==> config.mk <==
export PLATFORM = sky130hd
export DESIGN_NAME = hp_expander_seq
export DESIGN_NICKNAME = d
export VERILOG_FILES = /design/src/rtl/hp_seq_pkg.sv /design/src/rtl/hp_slot_qualify.sv /design/src/rtl/hp_input_bank.sv /design/src/rtl/hp_expander_seq.sv
export SDC_FILE = /design/constraint.sdc
export NUM_CORES = 1
export LEC_CHECK = 0
export BUFFER_PORTS_ARGS = -buffer_cell sky130_fd_sc_hd__buf_2
export CAP_MARGIN = 20
export CELL_PAD_IN_SITES_DETAIL_PLACEMENT = 0
export CELL_PAD_IN_SITES_GLOBAL_PLACEMENT = 1
export CORE_MARGIN = 4
export CORE_UTILIZATION = 36
export CTS_CLUSTER_SIZE = 10
export DETAILED_ROUTE_END_ITERATION = 10
export GPL_ROUTABILITY_DRIVEN = 0
export PLACE_DENSITY = 0.82
export SLEW_MARGIN = 20
export SYNTH_ARGS = -nofsm -noshare
export SYNTH_HDL_FRONTEND = slang
export SYNTH_SLANG_ARGS = --single-unit
==> constraint.sdc <==
create_clock -name clk -period 5.13 [get_ports clk]
set_input_delay 0 -clock clk [delete_from_list [all_inputs] [get_ports clk]]
set_output_delay 0 -clock clk [all_outputs]
set_load 0.02 [all_outputs]
==> src/rtl/hp_seq_pkg.sv <==
`timescale 1ns/1ps
package hp_seq_pkg;
  localparam int SLOT_MAX = 8;
  localparam int SIDX_W   = 3;

  typedef logic [SLOT_MAX-1:0] slot_vec_t;
  typedef logic [SIDX_W-1:0]   sidx_t;

  // lowest index with its bit set (0 when none)
  function automatic sidx_t lowest_set(slot_vec_t v);
    sidx_t r;
    r = '0;
    for (int i = SLOT_MAX - 1; i >= 0; i--) begin
      if (v[i]) r = sidx_t'(i);
    end
    return r;
  endfunction

  // next set index strictly after cur, wrapping within n slots; cur itself last
  function automatic sidx_t next_set_after(slot_vec_t v, sidx_t cur, int n);
    sidx_t r;
    logic  hit;
    r   = cur;
    hit = 1'b0;
    for (int k = 1; k <= SLOT_MAX; k++) begin
      if (k <= n && !hit) begin
        int idx;
        idx = (int'(cur) + k) % n;
        if (v[idx]) begin
          r   = sidx_t'(idx);
          hit = 1'b1;
        end
      end
    end
    return r;
  endfunction

  // setup steps: 6,7,2,3 ; poll steps: 0,1,2,3
  function automatic logic [2:0] step_offset(logic setup, logic [1:0] step);
    return (setup && !step[1]) ? {2'b11, step[0]} : {1'b0, step};
  endfunction

  function automatic logic offset_is_write(logic [2:0] off);
    return off[1];
  endfunction
endpackage

==> src/rtl/hp_slot_qualify.sv <==
`timescale 1ns/1ps
module hp_slot_qualify #(
  parameter int NUM_SLOTS = 6
) (
  input  logic                 clk,
  input  logic                 rst_n,
  input  logic [NUM_SLOTS-1:0] cap_i,
  input  logic [NUM_SLOTS-1:0] mem_i,
  input  logic [NUM_SLOTS-1:0] novpp_i,
  input  logic [NUM_SLOTS-1:0] done_i,
  output logic [NUM_SLOTS-1:0] valid_o,
  output logic [NUM_SLOTS-1:0] pend_o
);
  for (genvar i = 0; i < NUM_SLOTS; i++) begin : g_slot
    logic qual_now;
    assign qual_now = cap_i[i] & (mem_i[i] | ~novpp_i[i]);

    always_ff @(posedge clk) begin
      if (!rst_n) begin
        valid_o[i] <= 1'b0;
        pend_o[i]  <= 1'b0;
      end else begin
        valid_o[i] <= qual_now;
        // set on rising qualification, kept until programmed, lost when disqualified
        pend_o[i]  <= qual_now & ((pend_o[i] & ~done_i[i]) | ~valid_o[i]);
      end
    end
  end
endmodule

==> src/rtl/hp_input_bank.sv <==
`timescale 1ns/1ps
module hp_input_bank #(
  parameter int NUM_SLOTS = 6,
  parameter int PORT_W    = 8
) (
  input  logic                            clk,
  input  logic                            rst_n,
  input  logic                            wr_en,
  input  hp_seq_pkg::sidx_t               slot,
  input  logic                            hi,
  input  logic [PORT_W-1:0]               data,
  output logic [NUM_SLOTS*2*PORT_W-1:0]   bank,
  output logic [NUM_SLOTS-1:0]            upd
);
  localparam int PAIR_W = 2 * PORT_W;

  for (genvar i = 0; i < NUM_SLOTS; i++) begin : g_bank
    logic hit;
    assign hit = wr_en && (slot == hp_seq_pkg::sidx_t'(i));

    always_ff @(posedge clk) begin
      if (!rst_n) begin
        bank[i*PAIR_W +: PAIR_W] <= '0;
        upd[i]                   <= 1'b0;
      end else begin
        upd[i] <= hit;
        if (hit) begin
          if (hi) bank[i*PAIR_W + PORT_W +: PORT_W] <= data;
          else    bank[i*PAIR_W +: PORT_W]          <= data;
        end
      end
    end
  end
endmodule

==> src/rtl/hp_expander_seq.sv <==
`timescale 1ns/1ps
module hp_expander_seq
  import hp_seq_pkg::*;
#(
  parameter int NUM_SLOTS = 6,
  parameter int DEV_W     = 7,
  parameter int PORT_W    = 8
) (
  input  logic                          clk,
  input  logic                          rst_n,
  input  logic [NUM_SLOTS-1:0]          slot_cap,
  input  logic [NUM_SLOTS-1:0]          slot_mem,
  input  logic [NUM_SLOTS-1:0]          slot_novpp,
  input  logic [NUM_SLOTS*DEV_W-1:0]    slot_dev,
  input  logic [NUM_SLOTS*2*PORT_W-1:0] slot_dir,
  input  logic [NUM_SLOTS*2*PORT_W-1:0] slot_drive,
  output logic [NUM_SLOTS*2*PORT_W-1:0] slot_in,
  output logic [NUM_SLOTS-1:0]          slot_in_upd,
  output logic                          cmd_req,
  output logic [DEV_W-1:0]              cmd_dev,
  output logic [2:0]                    cmd_off,
  output logic                          cmd_wr,
  output logic [PORT_W-1:0]             cmd_wdata,
  input  logic                          cmd_ack,
  input  logic [PORT_W-1:0]             cmd_rdata
);
  localparam int PAIR_W = 2 * PORT_W;

  // per-slot qualification and pending-programming flags
  logic [NUM_SLOTS-1:0] valid_q, pend_q, done_n;
  slot_vec_t            valid_v, pend_v;

  hp_slot_qualify #(.NUM_SLOTS(NUM_SLOTS)) u_qual (
    .clk     (clk),
    .rst_n   (rst_n),
    .cap_i   (slot_cap),
    .mem_i   (slot_mem),
    .novpp_i (slot_novpp),
    .done_i  (done_n),
    .valid_o (valid_q),
    .pend_o  (pend_q)
  );

  assign valid_v = slot_vec_t'(valid_q);
  assign pend_v  = slot_vec_t'(pend_q);

  // padded per-slot views, indexable by a slot index
  logic [DEV_W-1:0]  dev_a [SLOT_MAX];
  logic [PAIR_W-1:0] dir_a [SLOT_MAX];
  logic [PAIR_W-1:0] drv_a [SLOT_MAX];

  for (genvar i = 0; i < SLOT_MAX; i++) begin : g_view
    if (i < NUM_SLOTS) begin : g_real
      assign dev_a[i] = slot_dev[i*DEV_W +: DEV_W];
      assign dir_a[i] = slot_dir[i*PAIR_W +: PAIR_W];
      assign drv_a[i] = slot_drive[i*PAIR_W +: PAIR_W];
    end else begin : g_pad
      assign dev_a[i] = '0;
      assign dir_a[i] = '0;
      assign drv_a[i] = '0;
    end
  end

  // sequencing state
  logic        busy;
  logic        cur_setup;
  sidx_t       cur_slot;
  logic [1:0]  cur_step;
  sidx_t       poll_slot;
  logic [1:0]  poll_step;
  logic        setup_run;
  sidx_t       setup_slot;
  logic [1:0]  setup_step;

  // named events for the checker
  logic        issue;
  logic        xfer_done;
  logic        rd_done;
  logic        any_valid;
  logic        resume_setup;
  logic        fresh_setup;
  logic        last_step;

  logic        sel_setup;
  sidx_t       sel_slot;
  logic [1:0]  sel_step;
  logic [2:0]  sel_off;
  logic [PORT_W-1:0] sel_data;
  logic [PAIR_W-1:0] sel_pair;

  assign any_valid    = |valid_v;
  assign resume_setup = setup_run & valid_v[setup_slot];
  assign fresh_setup  = |pend_v;
  assign xfer_done    = busy & cmd_ack;
  assign rd_done      = xfer_done & ~cmd_wr;
  assign last_step    = (cur_step == 2'd3);

  always_comb begin
    issue     = 1'b0;
    sel_setup = 1'b0;
    sel_slot  = poll_slot;
    sel_step  = poll_step;
    if (!busy) begin
      if (resume_setup) begin
        issue     = 1'b1;
        sel_setup = 1'b1;
        sel_slot  = setup_slot;
        sel_step  = setup_step;
      end else if (fresh_setup) begin
        issue     = 1'b1;
        sel_setup = 1'b1;
        sel_slot  = lowest_set(pend_v);
        sel_step  = 2'd0;
      end else if (any_valid) begin
        issue = 1'b1;
        if (!valid_v[poll_slot]) begin
          sel_slot = next_set_after(valid_v, poll_slot, NUM_SLOTS);
          sel_step = 2'd0;
        end
      end
    end
  end

  assign sel_off  = step_offset(sel_setup, sel_step);
  assign sel_pair = sel_off[2] ? dir_a[sel_slot] : drv_a[sel_slot];
  assign sel_data = sel_off[0] ? sel_pair[PAIR_W-1:PORT_W] : sel_pair[PORT_W-1:0];

  for (genvar i = 0; i < NUM_SLOTS; i++) begin : g_done
    assign done_n[i] = xfer_done & cur_setup & last_step & (cur_slot == sidx_t'(i));
  end

  always_ff @(posedge clk) begin
    if (!rst_n) begin
      busy       <= 1'b0;
      cmd_req    <= 1'b0;
      cmd_dev    <= '0;
      cmd_off    <= '0;
      cmd_wr     <= 1'b0;
      cmd_wdata  <= '0;
      cur_setup  <= 1'b0;
      cur_slot   <= '0;
      cur_step   <= '0;
      poll_slot  <= '0;
      poll_step  <= '0;
      setup_run  <= 1'b0;
      setup_slot <= '0;
      setup_step <= '0;
    end else begin
      if (issue) begin
        busy      <= 1'b1;
        cmd_req   <= 1'b1;
        cmd_dev   <= dev_a[sel_slot];
        cmd_off   <= sel_off;
        cmd_wr    <= offset_is_write(sel_off);
        cmd_wdata <= sel_data;
        cur_setup <= sel_setup;
        cur_slot  <= sel_slot;
        cur_step  <= sel_step;
        setup_run <= sel_setup;
        if (sel_setup) begin
          setup_slot <= sel_slot;
          setup_step <= sel_step;
        end
      end else if (!busy) begin
        setup_run <= 1'b0;
      end

      if (xfer_done) begin
        busy    <= 1'b0;
        cmd_req <= 1'b0;
        if (cur_setup) begin
          if (last_step) setup_run  <= 1'b0;
          else           setup_step <= cur_step + 2'd1;
        end else if (last_step) begin
          poll_slot <= next_set_after(valid_v, cur_slot, NUM_SLOTS);
          poll_step <= 2'd0;
        end else begin
          poll_slot <= cur_slot;
          poll_step <= cur_step + 2'd1;
        end
      end
    end
  end

  hp_input_bank #(.NUM_SLOTS(NUM_SLOTS), .PORT_W(PORT_W)) u_bank (
    .clk   (clk),
    .rst_n (rst_n),
    .wr_en (rd_done),
    .slot  (cur_slot),
    .hi    (cur_step[0]),
    .data  (cmd_rdata),
    .bank  (slot_in),
    .upd   (slot_in_upd)
  );
endmodule

==> impl_metrics.yaml, run 1 <==
finish:
  fin_util_pct: 47.8
  fin_cells: 1892
  finalNetCount: 1824
  drive_above_1_share_pct: 31.5
  layout_commonest_cell: "buf_2"
  mostFrequentLayoutCells: "384 x buf_2, 198 x mux2i_1, 148 x dfxtp_1"
  area_delta_synth_final_pct: 30.6
  diodes: 0
cts:
  clk_latency_ps: 430
  clock_path_buffers: 2
  cts_tree: "yes"
  cts_buffers: 17
  clkTransAtPathRegs_ps: 70
  cts-htree-levels: 4
  cts-root-buf: "clkbuf_16"
  cts_sinks: 149
worst_setup_path:
  reg2reg_to: "cmd_wdata[0]"
  crit_chain: "inv_1, ha_1, a21oi_4, inv_2, ha_1, nor2b_1, a211oi_1, a221oi_1, o31a_1, o21ai_0, nor2_1, a41o_1, a31o_4, mux2i_1, o22ai_1, or4_1, a41o_1"
  arrival_ps: 4990
  crit_start: "poll_slot[1]"
  r2r-start: "poll_slot[1]"
  crit_required_ps: 5450
  path_class: "register to register"
  reg2reg_depth: 17
  max_stage_delay_ps: 480
  reg2reg_slack_ps: 460
  cp-endpoint: "cmd_wdata[0]"
  critPathCaptureType: "register"
  cp-start-kind: "register"
  slowest_stage: "or4_1"
  worst-path-max-fanout: 13
drt:
  remaining_drc_errors: 0
  routed_via_density: 5.38
  ant_nets: 0
  wl_per_cell_um: 18.8
  firstDrtPassIters: 5
  drt_wl_total_mm: 35.6
  dr_total_vias: 10173
  drtIter0Drc: 525
global_routing:
  grt_max_degree: 69
  track_usage_pct: 22.2
  grt_pass1_vias: 10023
  antenna_found_initial: 0
  grt_pass1_wl_mm: 55.2
  grt_overflow: 0
sta:
  fin_hold_ws_ps: 9.05
  finalSetupViolCount: 0
  fin_skew_ps: 16.8
  timing.fmax_ghz: 0.214
  slew_viol_final: 0
  tightest_slew_ps: 1130
  maxSlewHeadroom_pct: 24.5
  rsz0062_at_grt: "false"
  post-route-period-util_pct: 91.1
  finalHoldViolations: 0
  min_period_ps: 4670
  fin_tns_setup_ps: 0
yosys:
  yosysTopAreaCellShare_pct: 30.2
  syn_area_per_cell_um2: 8.45
  syn_area_um2: 9890
  synth-edff-count: 0
  synth_top_area_cell: "dfxtp_1"
  synthCells: 1171
  syn_nets: 1457
  synth-seq-cells: 149
  synth_area_leaders: "dfxtp_1 30%, mux2i_1 20%, nor2b_1 4.2%"
  synthFlopType: "dfxtp_1"
  async_flop_share_pct: 0
  yosysWarnings: 0
  ys_types: 86
  synth.yosys.seq_area_share_pct: 30.2
status:
  outcome: "complete, no violations"
pwr:
  seqPwrFrac_pct: 31.6
  p_clk_share_pct: 31.9
  vdd_drop_max_mv: 0.227
  switching_share_pct: 37.3
  power_mw: 4.03
  comb_power_share_pct: 36.5
  leakage_nw: 5.98
  p_switching_mw: 1.50
  internal_power_mw: 2.52
  power_density_nw_per_um2: 312
floorplanning:
  dieArea_um2: 30200
  fp.dieH_um: 174
  start_util_pct: 36.6
  coreArea_um2: 27000
  fp.dieW_um: 174
  ios: 385
  placementRows: 60
min_path:
  hp-class: "input pin to register"
  whs_path_depth: 3
  hold_start: "cmd_rdata[0]"
placement:
  place_inst: 1839
  io_buffers: 384
  dpl.hpwl_mm: 27.2
job:
  maxCapViolations: 0
-- worst min path at each step --
stage,endpoint
2_1_floorplan,u_qual.valid_o[0]
3_3_place_gp,u_qual.valid_o[1]
3_5_place_dp,u_qual.valid_o[0]
4_1_cts,u_bank.bank[88]
5_1_grt,u_bank.bank[79]
6_report,u_bank.bank[72]
-- through the flow --
stage | instance area, um2 | setup slack, ps
floorplan | 9890 | 704
global placement | 12100 | 593
detailed placement | 12100 | 363
CTS | 12900 | 346
global route | 12900 | 116
finish | 12900 | 457
-- routing by layer --
metal / GRT usage [%] / routed length, um / vias to the layer above / part of all wire [%]
li1: - / - / 4978 / -
met1: 28.3 / 15500 / 4808 / 43
met2: 37.0 / 16800 / 341 / 47
met3: 6.65 / 2750 / 46 / 7.7
met4: 5.34 / 610 / 0 / 1.7
met5: 0 / 0 / - / 0
-- cells by family after synthesis --
logic type,count (synthesis),synth area share [%]
AOI/OAI and AO/OA,286,20.0
buffers and inverters,109,4.76
DFF,149,30.2
adders and majority gates,24,3.02
xor gates and xnor gates,7,0.696
muxes,211,21.9
and+or+nand+nor,385,19.4
-- power groups by stage --
stage,sequential (mW),clock (mW),combinational (mW)
3_5_place_dp,1.30,0,1.43
5_1_grt,1.28,1.35,1.60
6_report,1.27,1.28,1.47
2_1_floorplan,1.33,0,0.972
3_3_place_gp,1.30,0,1.42
4_1_cts,1.27,1.30,1.45
-- Yosys cell counts, types with 4 or more instances --
library cell and n:
a31o_2 4, nor3_1 22, and2_1 21, a311oi_1 6
nand4_1 5, a21o_1 6, o21ai_0 54, xnor2_1 5
inv_1 28, mux2i_1 198, o21a_1 5, o22ai_1 13
clkbuf_1 52, a22oi_1 13, o221a_2 6, nand3_1 32
dfxtp_1 149, o211ai_1 10, and3_1 6, nor3b_1 4
nand2_1 108, a21oi_1 44, ha_1 23, buf_2 13
o31ai_1 5, nor2_1 84, a21boi_0 38, mux2_2 8
nand2b_1 8, nor2b_1 66, a31oi_1 9, a211oi_1 26
nor4_1 8, buf_4 8
-- state kept, by name, summed over array words and instances (netlist names), 3 cells and up --
name	count
cmd_dev	7
cmd_off	3
cmd_wdata	8
cur_slot	3
poll_slot	3
setup_slot	3
u_bank.bank	96
u_bank.upd	6
u_qual.pend_o	6
u_qual.valid_o	6
-- worst max-delay path: cells and delay by family (launching register included) --
kind / cells / cell delay (ps)
mux: 1 / 260
simple gates: 3 / 800
buf+inv: 2 / 250
flops: 1 / 420
fa+ha+maj: 2 / 640
compound gates: 9 / 2180
-- timing repair --
item / CTS / global route
setup buffers: 0 / 1
resized for setup: 0 / 4
hold endpoints to repair: 26 / 0
hold buffers: 19 / 0
setup endpoints to repair: 0 / 15
-- cell type report --
class	count	area [um2]
clock buffers	17	425
clock inverters	15	176
fillers	2637	14100
inverters	31	116
multi-input cells	914	6500
flip-flops and latches	149	2980
well taps	341	427
repair buffers	425	2290
Power figures use the tool's default switching activity.
==> run 2: changes to the inputs <==
- RECOVER_POWER: not set -> 25
==> impl_metrics.yaml, run 2 (synthesis results as in run 1) <==
worst_setup_path:
  arrival_ps: 5000
  worst-path-max-fanout: 13
  slowest_stage: "or4_1"
  crit_cells: 17
  r2r-start: "poll_slot[1]"
  critPathCaptureType: "register"
  reg2reg_to: "cmd_wdata[0]"
  max_stage_delay_ps: 480
  crit_buf_inv: 2
  reg2reg_depth: 17
  crit_required_ps: 5450
  cp-start-kind: "register"
  critPathTopFamily: "compound AO/OA/AOI/OAI gates"
  reg2reg_slack_ps: 440
  crit_chain: "inv_1, ha_1, a21oi_4, inv_2, ha_1, nor2b_1, a211oi_1, a221oi_1, o31a_1, o21ai_0, nor2_1, a41o_1, a31o_4, mux2i_1, o22ai_1, or4_1, a41o_1"
  path_class: "register to register"
pwr:
  switching_share_pct: 37.3
  p_clk_share_pct: 31.9
  internal_power_mw: 2.52
  vdd_drop_max_mv: 0.226
  leakage_nw: 5.69
  p_switching_mw: 1.50
  power_density_nw_per_um2: 313
  seqPwrFrac_pct: 31.7
  comb_power_share_pct: 36.4
global_routing:
  top_usage_layer: "met2"
  antenna_found_initial: 0
  track_usage_pct: 22.2
  grt_use_met3_pct: 6.65
  grt_pass1_wl_mm: 55.2
  grt_pass1_vias: 10023
  grt_use_met2_pct: 37.0
  use_met1_pct: 28.3
  grt_overflow: 0
  grt_max_degree: 69
drt:
  drtIter0Drc: 500
  routed_via_density: 5.38
  ant_nets: 0
  wl_per_cell_um: 18.8
  remaining_drc_errors: 0
  firstDrtPassIters: 5
  dr_total_vias: 10185
  drt_wl_total_mm: 35.5
finish:
  drive_above_1_share_pct: 27.2
  largest_reg_flops: 96
  diodes: 0
  fin_area_um2: 12800
  mostFrequentLayoutCells: "317 x buf_2, 198 x mux2i_1, 148 x dfxtp_1"
  reg_top3: "u_bank.bank (96), cmd_wdata (8), cmd_dev (7)"
  finalNetCount: 1824
  regMostFlops: "u_bank.bank"
  layout_commonest_cell: "buf_2"
  area_delta_synth_final_pct: 29.8
sta:
  tightest_slew_ps: 1140
  post-route-period-util_pct: 91.3
  rsz0062_at_grt: "false"
  fin_skew_ps: 16.8
  fin_tns_setup_ps: 0
  finalSetupViolCount: 0
  timing.fmax_ghz: 0.213
  min_period_ps: 4690
  finalHoldViolations: 0
  slew_viol_final: 0
  maxSlewHeadroom_pct: 23.9
min_path:
  hold_start: "cmd_rdata[0]"
  whs_path_depth: 3
  holdPathEnd: "u_bank.bank[72]"
  hp-class: "input pin to register"
status:
  outcome: "complete, no violations"
floorplanning:
  placementRows: 60
  coreArea_um2: 27000
  ios: 385
  fp.dieH_um: 174
  fp.dieW_um: 174
  dieArea_um2: 30200
  start_util_pct: 36.6
cts:
  clk_latency_ps: 430
  cts_tree: "yes"
  cts-root-buf: "clkbuf_16"
  cts_sinks: 149
  cts-htree-levels: 4
  clock_path_buffers: 2
  clkTransAtPathRegs_ps: 70
  cts_buffers: 17
placement:
  postPlaceCellArea_um2: 12100
  io_buffers: 384
  dpl.hpwl_mm: 27.2
job:
  maxCapViolations: 0
==> run 2: changes by cell type in the layout (fill, tap and decap cells not counted) <==
cell      change
buf_2        -67
clkbuf_1     +67
==> run 2: how the worst max path moves through the flow <==
stage	endpoint	slack (ps)	from
after floorplan	cmd_wdata[0]	700	poll_slot[2]
after detailed placement	cmd_wdata[1]	360	poll_slot[1]
after global placement	cmd_wdata[2]	590	poll_slot[1]
after global routing	cmd_wdata[5]	120	poll_slot[1]
final	cmd_wdata[0]	440	poll_slot[1]
after CTS	cmd_wdata[1]	350	poll_slot[1]
==> run 2: final cells by class <==
| cell class | count | area, um2 |
|---|---|---|
| Inverter | 31 | 116 |
| Clock buffer | 17 | 425 |
| Tap cell | 341 | 427 |
| Timing Repair Buffer | 425 | 2210 |
| Clock inverter | 15 | 176 |
| Multi-Input combinational cell | 914 | 6500 |
| Fill cell | 2672 | 14200 |
| Sequential cell | 149 | 2980 |
==> run 2: power groups by stage <==
stage / clock, mW / combinational [mW] / sequential, mW
after global placement: 0 / 1.42 / 1.30
after CTS: 1.30 / 1.45 / 1.27
after detailed placement: 0 / 1.43 / 1.30
after global routing: 1.35 / 1.60 / 1.28
final: 1.28 / 1.46 / 1.27
after floorplan: 0 / 0.972 / 1.33
==> run 2: worst reg2reg max path, delay by kind of cell, from the launching register on <==
family | cells | cell delay, ps
AOI/OAI and AO/OA | 9 | 2190
and+or+nand+nor | 3 | 810
adders and majority gates | 2 | 640
DFF | 1 | 430
muxes | 1 | 270
buffers and inverters | 2 | 250
==> run 2: timing repair <==
item / CTS / global route
resized for setup: 0 / 4
hold buffers: 19 / 0
setup endpoints to repair: 0 / 15
buffers inserted: 0 / 1
hold endpoints to repair: 26 / 0
==> run 2: layer usage <==
layer	wire, um	vias to the layer above	part of all wire (%)
li1	-	4978	-
met5	0	-	0
met3	2620	39	7.4
met1	15500	4840	44
met4	586	0	1.6
met2	16800	328	47
==> run 2: metrics by stage <==
stage	worst slack (ps)	hold WS (ps)	std cells	utilization, %	power [mW]
2_1_floorplan	704	98.6	1171	-	2.30
3_3_place_gp	593	205	1839	44.8	2.72
3_5_place_dp	363	205	1839	44.8	2.73
4_1_cts	346	0.776	1890	47.7	4.02
5_1_grt	116	16.2	1892	47.5	4.23
6_report	444	9.38	1892	47.5	4.02
